--- config.mk ---
export PLATFORM = sky130hd
export DESIGN_NAME = pwm_bridge_decoder
export DESIGN_NICKNAME = d
export VERILOG_FILES = /design/src/rtl/pwmb_pkg.sv /design/src/rtl/pwmb_sync.sv /design/src/rtl/pwmb_leg.sv /design/src/rtl/pwm_bridge_decoder.sv
export SDC_FILE = /design/constraint.sdc
export NUM_CORES = 1
export LEC_CHECK = 0
export BUFFER_PORTS_ARGS = -buffer_cell sky130_fd_sc_hd__buf_4
export CAP_MARGIN = 15
export CORE_MARGIN = 5
export CORE_UTILIZATION = 39
export DETAILED_ROUTE_END_ITERATION = 8
export PLACE_DENSITY = 0.69
export SLEW_MARGIN = 20
export SYNTH_ARGS = -nofsm -noshare
export SYNTH_HDL_FRONTEND = slang
export SYNTH_HIERARCHICAL = 1
export SYNTH_SLANG_ARGS = --single-unit
--- constraint.sdc ---
create_clock -name clk -period 1.47 [get_ports clk]
set_clock_uncertainty 0.05 [all_clocks]
set_input_delay 0.294 -clock clk [delete_from_list [all_inputs] [get_ports clk]]
set_output_delay 0.294 -clock clk [all_outputs]
set_load 0.005 [all_outputs]
--- src/rtl/pwmb_pkg.sv ---
package pwmb_pkg;

  localparam int NUM_LEGS  = 2;
  localparam int LEG_PLUS  = 0;
  localparam int LEG_MINUS = 1;

  typedef enum logic [1:0] {
    MODE_DAMPED  = 2'b00,
    MODE_NEG     = 2'b01,
    MODE_POS     = 2'b10,
    MODE_BOTH_HI = 2'b11
  } bridge_mode_e;

  typedef struct packed {
    logic hi;
    logic lo;
  } leg_gate_t;

  // {plus bit, minus bit} -> bridge mode
  function automatic bridge_mode_e decode_mode(input logic p, input logic n);
    case ({p, n})
      2'b10:   return MODE_POS;
      2'b01:   return MODE_NEG;
      2'b11:   return MODE_BOTH_HI;
      default: return MODE_DAMPED;
    endcase
  endfunction

  // Per-leg requested side: 1 = supply, 0 = ground. Bit index = leg.
  function automatic logic [NUM_LEGS-1:0] mode_targets(input bridge_mode_e m);
    logic [NUM_LEGS-1:0] t;
    t = '0;
    case (m)
      MODE_POS:     t[LEG_PLUS]  = 1'b1;
      MODE_NEG:     t[LEG_MINUS] = 1'b1;
      MODE_BOTH_HI: t            = '1;
      default:      t            = '0;
    endcase
    return t;
  endfunction

endpackage

--- src/rtl/pwmb_sync.sv ---
module pwmb_sync #(
  parameter int WIDTH  = 3,
  parameter int STAGES = 2
) (
  input  logic             clk,
  input  logic             rst_n,
  input  logic [WIDTH-1:0] async_i,
  output logic [WIDTH-1:0] sync_o
);

  logic [WIDTH-1:0] stage_q [STAGES];

  always_ff @(posedge clk or negedge rst_n) begin
    if (!rst_n) begin
      for (int i = 0; i < STAGES; i++) stage_q[i] <= '0;
    end else begin
      stage_q[0] <= async_i;
      for (int i = 1; i < STAGES; i++) stage_q[i] <= stage_q[i-1];
    end
  end

  assign sync_o = stage_q[STAGES-1];

endmodule

--- src/rtl/pwmb_leg.sv ---
module pwmb_leg
  import pwmb_pkg::*;
#(
  parameter int DEAD_CYC   = 2,
  parameter int MIN_PW_CYC = 5
) (
  input  logic      clk,
  input  logic      rst_n,
  input  logic      en_i,
  input  logic      want_i,
  output leg_gate_t gate_o
);

  localparam int CNT_MAX = (DEAD_CYC > MIN_PW_CYC) ? DEAD_CYC : MIN_PW_CYC;
  localparam int CNT_W   = $clog2(CNT_MAX + 1);
  typedef logic [CNT_W-1:0] cnt_t;
  localparam cnt_t DEAD_C  = cnt_t'(DEAD_CYC);
  localparam cnt_t MINPW_C = cnt_t'(MIN_PW_CYC);
  localparam cnt_t SAT_C   = cnt_t'(CNT_MAX);
  localparam cnt_t ONE_C   = cnt_t'(1);

  function automatic cnt_t bump(input cnt_t c);
    return (c >= SAT_C) ? c : c + ONE_C;
  endfunction

  logic hi_q, lo_q, pend_q, fresh_q;
  cnt_t cnt_q;
  logic hi_d, lo_d, pend_d, fresh_d;
  cnt_t cnt_d;

  // Named events for the checks below
  logic aged_w, dead_done_w, side_w, turn_off_w, turn_on_w;
  assign aged_w      = cnt_q >= MINPW_C;
  assign dead_done_w = cnt_q >= DEAD_C;
  assign side_w      = fresh_q ? want_i : pend_q;

  always_comb begin
    hi_d       = hi_q;
    lo_d       = lo_q;
    pend_d     = pend_q;
    fresh_d    = fresh_q;
    cnt_d      = cnt_q;
    turn_off_w = 1'b0;
    turn_on_w  = 1'b0;
    if (!en_i) begin
      hi_d    = 1'b0;
      lo_d    = 1'b0;
      cnt_d   = '0;
      fresh_d = 1'b1;
    end else if (hi_q) begin
      if (!want_i && aged_w) begin
        hi_d       = 1'b0;
        cnt_d      = ONE_C;
        pend_d     = 1'b0;
        fresh_d    = 1'b0;
        turn_off_w = 1'b1;
      end else begin
        cnt_d = bump(cnt_q);
      end
    end else if (lo_q) begin
      if (want_i && aged_w) begin
        lo_d       = 1'b0;
        cnt_d      = ONE_C;
        pend_d     = 1'b1;
        fresh_d    = 1'b0;
        turn_off_w = 1'b1;
      end else begin
        cnt_d = bump(cnt_q);
      end
    end else begin
      if (dead_done_w) begin
        hi_d      = side_w;
        lo_d      = !side_w;
        cnt_d     = ONE_C;
        turn_on_w = 1'b1;
      end else begin
        cnt_d = bump(cnt_q);
      end
    end
  end

  always_ff @(posedge clk or negedge rst_n) begin
    if (!rst_n) begin
      hi_q    <= 1'b0;
      lo_q    <= 1'b0;
      pend_q  <= 1'b0;
      fresh_q <= 1'b1;
      cnt_q   <= '0;
    end else begin
      hi_q    <= hi_d;
      lo_q    <= lo_d;
      pend_q  <= pend_d;
      fresh_q <= fresh_d;
      cnt_q   <= cnt_d;
    end
  end

  assign gate_o.hi = hi_q;
  assign gate_o.lo = lo_q;

  // Observation counters for the timing checks (saturating)
  cnt_t off_len_q, hi_len_q, lo_len_q;
  always_ff @(posedge clk or negedge rst_n) begin
    if (!rst_n) begin
      off_len_q <= '0;
      hi_len_q  <= '0;
      lo_len_q  <= '0;
    end else begin
      off_len_q <= (!hi_q && !lo_q) ? bump(off_len_q) : '0;
      hi_len_q  <= hi_q ? bump(hi_len_q) : '0;
      lo_len_q  <= lo_q ? bump(lo_len_q) : '0;
    end
  end

  assert_no_shoot_through_R6: assert property (@(posedge clk) disable iff (!rst_n)
    !(hi_q && lo_q));

  assert_disable_off_R1: assert property (@(posedge clk) disable iff (!rst_n)
    !en_i |=> (!hi_q && !lo_q));

  assert_dead_gap_R7: assert property (@(posedge clk) disable iff (!rst_n)
    ($rose(hi_q) || $rose(lo_q)) |-> (off_len_q >= DEAD_C));

  assert_min_on_hi_R8: assert property (@(posedge clk) disable iff (!rst_n)
    ($fell(hi_q) && $past(en_i)) |-> (hi_len_q >= MINPW_C));

  assert_min_on_lo_R8: assert property (@(posedge clk) disable iff (!rst_n)
    ($fell(lo_q) && $past(en_i)) |-> (lo_len_q >= MINPW_C));

  assert_event_excl_R7: assert property (@(posedge clk) disable iff (!rst_n)
    !(turn_on_w && turn_off_w));

endmodule

--- src/rtl/pwm_bridge_decoder.sv ---
module pwm_bridge_decoder
  import pwmb_pkg::*;
#(
  parameter int DEAD_CYC    = 2,
  parameter int MIN_PW_CYC  = 5,
  parameter int SYNC_STAGES = 2
) (
  input  logic clk,
  input  logic rst_n,
  input  logic enable,
  input  logic pwm_p,
  input  logic pwm_n,
  output logic a_hi,
  output logic a_lo,
  output logic b_hi,
  output logic b_lo
);

  localparam int SYNC_W = 3;

  logic [SYNC_W-1:0]   raw_w, sync_w;
  logic                en_s_w;
  bridge_mode_e        mode_w;
  logic [NUM_LEGS-1:0] targ_w;
  leg_gate_t           gate_w [NUM_LEGS];

  assign raw_w = {enable, pwm_p, pwm_n};

  pwmb_sync #(.WIDTH(SYNC_W), .STAGES(SYNC_STAGES)) u_sync (
    .clk     (clk),
    .rst_n   (rst_n),
    .async_i (raw_w),
    .sync_o  (sync_w)
  );

  assign en_s_w = sync_w[2];
  assign mode_w = decode_mode(sync_w[1], sync_w[0]);
  assign targ_w = mode_targets(mode_w);

  generate
    for (genvar g = 0; g < NUM_LEGS; g++) begin : g_leg
      pwmb_leg #(.DEAD_CYC(DEAD_CYC), .MIN_PW_CYC(MIN_PW_CYC)) u_leg (
        .clk    (clk),
        .rst_n  (rst_n),
        .en_i   (en_s_w),
        .want_i (targ_w[g]),
        .gate_o (gate_w[g])
      );
    end
  endgenerate

  assign a_hi = gate_w[LEG_PLUS].hi;
  assign a_lo = gate_w[LEG_PLUS].lo;
  assign b_hi = gate_w[LEG_MINUS].hi;
  assign b_lo = gate_w[LEG_MINUS].lo;

  // Held damped request drives both legs to ground once settled
  assert_damped_R2: assert property (@(posedge clk) disable iff (!rst_n)
    (en_s_w && $past(en_s_w) && mode_w == MODE_DAMPED && $past(mode_w) == MODE_DAMPED
      && a_lo && b_lo) |=> (a_lo && b_lo));

endmodule

==> results of run 1 <==
-- through the flow --
step	TNS, ns	cell area (sq um)	hold slack [ns]	cells
floorplan	0	1070	-0.0516	107
global placement	0	1120	0.136	140
detailed placement	-0.00373	1120	0.135	140
CTS	0	1200	0.0250	149
global route	-0.0391	1230	0.0222	150
finish	0	1230	0.0357	150
-- layer usage --
layer	GRT usage, %	up-vias
met2	16.8	8
met1	13.4	379
met4	6.50	0
met3	2.16	4
met5	0	-
li1	-	381
-- layout by cell type, fill, tap and decap left out --
| cell type | Yosys | routed |
|---|---|---|
| dfrtp_1 | 18 | 18 |
| buf_4 | 7 | 18 |
| nor2_1 | 18 | 17 |
| o21ai_0 | 12 | 12 |
| a21oi_1 | 8 | 8 |
| nand2b_1 | 4 | 4 |
| inv_1 | 6 | 4 |
| nand3_1 | 4 | 4 |
| nor3_1 | 4 | 4 |
| clkbuf_4 | 0 | 3 |
| inv_2 | 0 | 2 |
| o21ai_4 | 2 | 2 |
| o21ai_2 | 2 | 2 |
| a211oi_2 | 2 | 2 |
| a2111oi_2 | 2 | 2 |
| o21a_1 | 2 | 2 |
| mux2i_1 | 2 | 2 |
| nand3b_1 | 2 | 2 |
| ha_4 | 0 | 2 |
| ha_1 | 4 | 2 |
| dfstp_2 | 2 | 2 |
| clkbuf_8 | 0 | 1 |
| nor3b_2 | 0 | 1 |
| nor2_2 | 0 | 1 |
| nor3b_1 | 2 | 1 |
| dlygate4sd3_1 | 0 | 1 |
-- area by class of cell --
cell class,instances,area [sq um]
clock buffers,4,36.3
flip-flops and latches,20,503
multi-input cells,70,485
repair buffers,19,145
well taps,31,38.8
fillers,250,1460
inverters,6,22.5
-- synthesized netlist by cell type --
cell type and count:
mux2i_1 2, buf_4 7, dfrtp_1 18, a211oi_2 2
ha_1 4, o21ai_4 2, nor3_1 4, nor2_1 18
clkbuf_1 2, o21ai_2 2, nand2b_1 4, nand3b_1 2
o21ai_0 12, a21oi_1 8, nor3b_1 2, inv_1 6
o21a_1 2, a2111oi_2 2, dfstp_2 2, nand3_1 4
buf_6 2
-- flip-flops by register name (all words and copies together) (netlist names) --
signal and count:
g_leg.u_leg/cnt_q 6, g_leg.u_leg/fresh_q 2, g_leg.u_leg/hi_q 2, g_leg.u_leg/lo_q 2, g_leg.u_leg/pend_q 2, u_sync/stage_q 3, u_sync/sync_o 3
-- kinds of logic (layout without fill, tap and decap cells) --
kind of cell	count (synthesis)	count (layout)	share of synthesized area [%]
AND/OR/NAND/NOR	34	34	15.3
AO/OA/AOI/OAI	30	30	20.8
flip-flops	20	20	47.4
buffers and inverters	17	29	9.91
adder cells (fa/ha/maj)	4	4	4.72
multiplexers	2	2	1.89
-- path summary, 6_finish.rpt --
kind	cells after the start	end
min	1	u_sync/stage_q[3]$_DFF_PN0_
min reg2reg	0	u_sync/sync_o[1]$_DFF_PN0_
max reg2reg	6	g_leg[1].u_leg/pend_q$_DFFE_PN0P_
max in group asynchronous	2	g_leg[0].u_leg/fresh_q$_DFFE_PN1P_
max	6	g_leg[1].u_leg/pend_q$_DFFE_PN0P_
min in group asynchronous	2	u_sync/sync_o[2]$_DFF_PN0_
-- power breakdown --
group / internal [uW] / switching, uW / total, uW / leakage (uW)
logic: 337 / 336 / 673 / 0.000262
registers: 634 / 113 / 747 / 0.000242
clock network: 151 / 164 / 316 / 0.0000210
total: 1120 / 614 / 1740 / 0.000525
-- what timing repair did --
action,CTS,global route
endpoints found under the setup margin,2,7
hold buffers,1,0
resized for setup,0,6
buffers inserted,4,1
pin swaps,2,3
endpoints found under the hold margin,18,0
gates cloned,0,0
==> impl_metrics.py, run 1 <==
metrics = {
    "outcome": {
        "status": "completed",
    },
    "routing": {
        "wl_met1_microns": 794,
        "detail-route-antenna-nets": 0,
        "drtIter0Drc": 13,
        "highest_layer": "met4",
        "route.met3.wl_microns": 50,
        "firstDrtPassIters": 5,
        "drt-wirelength-per-cell_microns": 11.9,
        "num_vias": 772,
        "wirelength_microns": 1790,
        "drc_errors": 0,
        "viasPerCell": 5.15,
        "met2_length_microns": 901,
    },
    "placement": {
        "gp_congestion": 0.798,
        "dpl.hpwl_microns": 1230,
        "pre_cts_slack_ns": -0.00373,
        "place.port_buffers": 8,
    },
    "synth": {
        "synth_area_sq_mm": 0.00106,
        "ys_seq_area_share_pct": 47.4,
        "synth_cell_types": 21,
        "postSynthAreaPerCell_sq_um": 9.92,
        "ys_top_cells_by_area": "dfrtp_1 (42%), nor2_1 (6.4%), o21ai_0 (5.7%)",
        "netlist_instances": 107,
        "ys_seq_elements": 20,
        "syn-num-nets": 116,
        "ys.warnings.count": 6,
        "yosys.area.top_type_share_pct": 42.5,
        "synth_top_cell_by_area": "dfrtp_1",
    },
    "finish": {
        "syn_to_final_growth_pct": 16.0,
        "diodes": 0,
        "drive_gt1_share_pct": 31.9,
        "nets": 129,
        "final_core_util_pct": 45.8,
    },
    "timing": {
        "final-setup-viol-count": 0,
        "worst_slew_pin_slew_ns": 0.400,
        "max_freq_mhz": 733,
        "hold_viol": 0,
        "relSlewSlack_pct": 73.4,
        "grt_setup_unrepaired": "yes",
        "min_period_ns": 1.36,
        "worst_slack_ns": 0.106,
        "slew_violations": 0,
        "period_share_pct": 92.8,
    },
    "clock_network": {
        "cts_tree": "done",
        "clkTransAtPathRegs_ns": 0.11,
        "clock-sinks": 20,
        "cts_root_buf": "clkbuf_4",
        "clock_latency_ns": 0.30,
        "cts_buffers": 3,
        "cts.path.max_buffers": 2,
        "h-tree-depth": 1,
    },
    "setup_path": {
        "critPathTopFamily": "flip-flops",
        "critPathRequiredTime_ns": 1.60,
        "crit_arrival_ns": 1.50,
        "r2r_start": "g_leg[1].u_leg/cnt_q[0]$_DFF_PN0_",
        "startpoint_type": "register",
        "crit_buf_inv": 1,
        "crit_path_start": "g_leg[1].u_leg/cnt_q[0]$_DFF_PN0_",
        "r2r_slack_ns": 0.11,
        "crit_fanout": 6,
        "cp_cell_sequence": "ha_4, o21ai_4, buf_4, nor2_1, nor2_1, o21ai_0",
        "end_kind": "register",
        "crit_type": "reg -> reg",
        "crit_top_cell": "nor2_1",
        "cp_slowest_cell": "dfrtp_1",
        "critPathMaxStageDelay_ns": 0.43,
    },
    "hold_path": {
        "worstHoldStart": "pwm_n",
        "hold_class": "in -> reg",
    },
    "pwr": {
        "ir_drop_mv": 0.752,
        "power.density_mw_per_mm2": 1410,
        "leakage_uw": 0.000525,
        "power.total_uw": 1740,
    },
    "floorplan": {
        "fp.dieW_microns": 62.2,
        "ios": 9,
        "rows": 19,
        "die-area_sq_mm": 0.00386,
        "initial_core_util_pct": 39.5,
        "coreArea_sq_mm": 0.00269,
        "fp.dieH_microns": 62.2,
    },
    "global_routing": {
        "grt-ovfl-total": 0,
        "grt_max_degree": 21,
        "grt_antenna_before_repair": 0,
        "grt_pass1_vias": 769,
        "grt_use_total_pct": 10.7,
        "grt_pass1_wl_microns": 3380,
    },
    "flow_run": {
        "cap_violations": 0,
    },
}
No activity file was read; power rests on OpenSTA's default activity.
==> run 2: changes to the inputs <==
- CORE_ASPECT_RATIO: unset -> 1.75
- PLACE_DENSITY: 0.69 -> 0.62
==> run 2 against run 1 <==
Effect of this change: sequential share of layout area down 0.29 points; maximum frequency shrank 6.3%; final cell count shrank 3.3%; combinational power shrank 4.0%; largest power group unchanged; register-to-register slack worse by 0.09 ns; critical path depth unchanged; flip-flop and latch count unchanged; clock power increased by 72%; core utilization grew 0.80 points; wire length up 8.9%; via count increased by 0.65%; critical path type unchanged.
==> impl_metrics.py, run 2 (synthesis gave the netlist of run 1 again) <==
metrics = {
    "setup_path": {
        "cp_cell_sequence": "inv_2, ha_4, o21ai_4, buf_6, buf_4, a2111oi_2",
        "path_depth": 6,
        "reg2reg_to": "g_leg[0].u_leg/cnt_q[1]$_DFF_PN0_",
        "critPathTopFamily": "compound AO/OA/AOI/OAI gates",
        "crit_arrival_ns": 1.56,
        "critPathMaxStageDelay_ns": 0.39,
        "crit_path_start": "g_leg[0].u_leg/cnt_q[1]$_DFF_PN0_",
        "crit_end": "g_leg[0].u_leg/cnt_q[1]$_DFF_PN0_",
        "startpoint_type": "register",
        "crit_fanout": 6,
        "critPathRequiredTime_ns": 1.57,
        "end_kind": "register",
        "r2r_slack_ns": 0.01,
        "crit_type": "reg -> reg",
        "cp_slowest_cell": "dfrtp_1",
        "reg2reg_depth": 6,
        "crit_buf_inv": 3,
        "r2r_start": "g_leg[0].u_leg/cnt_q[1]$_DFF_PN0_",
    },
    "finish": {
        "nets": 128,
        "drive_gt1_share_pct": 28.8,
        "regArea_sq_um": 503,
        "diodes": 0,
        "instances_no_fill": 145,
        "fillCellCount": 244,
        "largest_reg_flops": 6,
        "multi_input_area_sq_um": 468,
        "final_core_util_pct": 46.6,
        "syn_to_final_growth_pct": 16.9,
        "regMostFlops": "g_leg.u_leg/cnt_q",
        "final_cell_mix": "nor2_1 (18), dfrtp_1 (18), buf_4 (16), o21ai_0 (12), a21oi_1 (8)",
        "final_area_sq_mm": 0.00124,
    },
    "clock_network": {
        "clkTransAtPathRegs_ns": 0.07,
        "cts_buffers": 3,
        "cts.path.max_buffers": 2,
        "cts_tree": "done",
        "cts_root_buf": "clkbuf_8",
        "clock_latency_ns": 0.26,
        "clock-sinks": 20,
        "h-tree-depth": 1,
    },
    "routing": {
        "num_vias": 777,
        "highest_layer": "met4",
        "wl_met1_microns": 796,
        "wirelength_microns": 1950,
        "detail-route-antenna-nets": 0,
        "drtIter0Drc": 10,
        "viasPerCell": 5.36,
        "drc_errors": 0,
        "route.met3.wl_microns": 20,
        "met2_length_microns": 1090,
        "drt-wirelength-per-cell_microns": 13.4,
        "firstDrtPassIters": 4,
    },
    "floorplan": {
        "fp.dieW_microns": 49.4,
        "coreArea_sq_mm": 0.00266,
        "ios": 9,
        "initial_core_util_pct": 39.9,
        "rows": 25,
        "fp.dieH_microns": 79,
        "die-area_sq_mm": 0.00390,
    },
    "placement": {
        "place.port_buffers": 8,
        "gp_congestion": 0.815,
        "dpl_cell_area_sq_mm": 0.00112,
        "dpl.hpwl_microns": 1420,
        "dpl.cell_count": 137,
    },
    "global_routing": {
        "grt_pass1_vias": 762,
        "grt_pass1_wl_microns": 3130,
        "grt_use_total_pct": 10.1,
        "grt-ovfl-total": 0,
        "grt_max_degree": 21,
        "grt_antenna_before_repair": 0,
    },
    "timing": {
        "grt_setup_unrepaired": "yes",
        "worst_slew_pin_slew_ns": 0.399,
        "hold_viol": 0,
        "relSlewSlack_pct": 73.4,
        "finalHoldWorstSlack_ns": 0.0883,
        "final-setup-viol-count": 0,
        "period_share_pct": 99.0,
        "max_freq_mhz": 687,
        "slew_violations": 0,
        "min_period_ns": 1.46,
    },
    "pwr": {
        "power.density_mw_per_mm2": 1560,
        "ir_drop_mv": 0.885,
        "leakage_uw": 0.000534,
    },
    "hold_path": {
        "hold_class": "in -> reg",
    },
    "flow_run": {
        "cap_violations": 0,
    },
    "outcome": {
        "status": "completed",
    },
}
==> run 2: worst min path at each step <==
stage,from,to,cells past startpoint
6_report,enable,u_sync/stage_q[5]$_DFF_PN0_,1
5_1_grt,pwm_p,u_sync/stage_q[4]$_DFF_PN0_,1
4_1_cts,enable,u_sync/stage_q[5]$_DFF_PN0_,1
3_5_place_dp,rst_n,u_sync/sync_o[1]$_DFF_PN0_,1
3_3_place_gp,rst_n,u_sync/stage_q[4]$_DFF_PN0_,1
2_1_floorplan,rst_n,g_leg[0].u_leg/cnt_q[0]$_DFF_PN0_,0
==> run 2: per-layer routing <==
layer,global-route usage (%),vias up
met3,1.69,4
met2,18.2,5
met5,0,-
met4,5.77,0
met1,10.8,383
li1,-,385
==> run 2: final cells by class <==
cell class | instances | area share, %
sequential | 20 | 40.6
multi-input combinational | 70 | 37.7
timing repair buffer | 18 | 11.4
clock buffer | 3 | 3.33
tap | 27 | 2.72
clock inverter | 1 | 2.42
inverter | 6 | 1.82
==> run 2: through the flow <==
stage,setup TNS [ns],power [uW],setup WS [ns]
after detailed placement,0,1350,0.0120
after global placement,0,1330,0.0530
final,0,1940,0.0146
after global routing,-0.0314,2060,-0.0139
after CTS,0,1900,0.00847
after floorplan,0,1220,0.0108
==> run 2: what timing repair did <==
item | 4_1_cts | 5_1_grt
hold endpoints to repair | 18 | 0
setup endpoints to repair | 0 | 4
hold buffers | 1 | 0
gates resized for setup | 0 | 5
buffers inserted | 0 | 3
==> run 2: where the power goes <==
part,switching (uW),total (uW),internal (uW),leakage (uW)
logic,331,646,316,0.000256
clock network,182,545,363,0.0000357
registers,109,743,634,0.000242
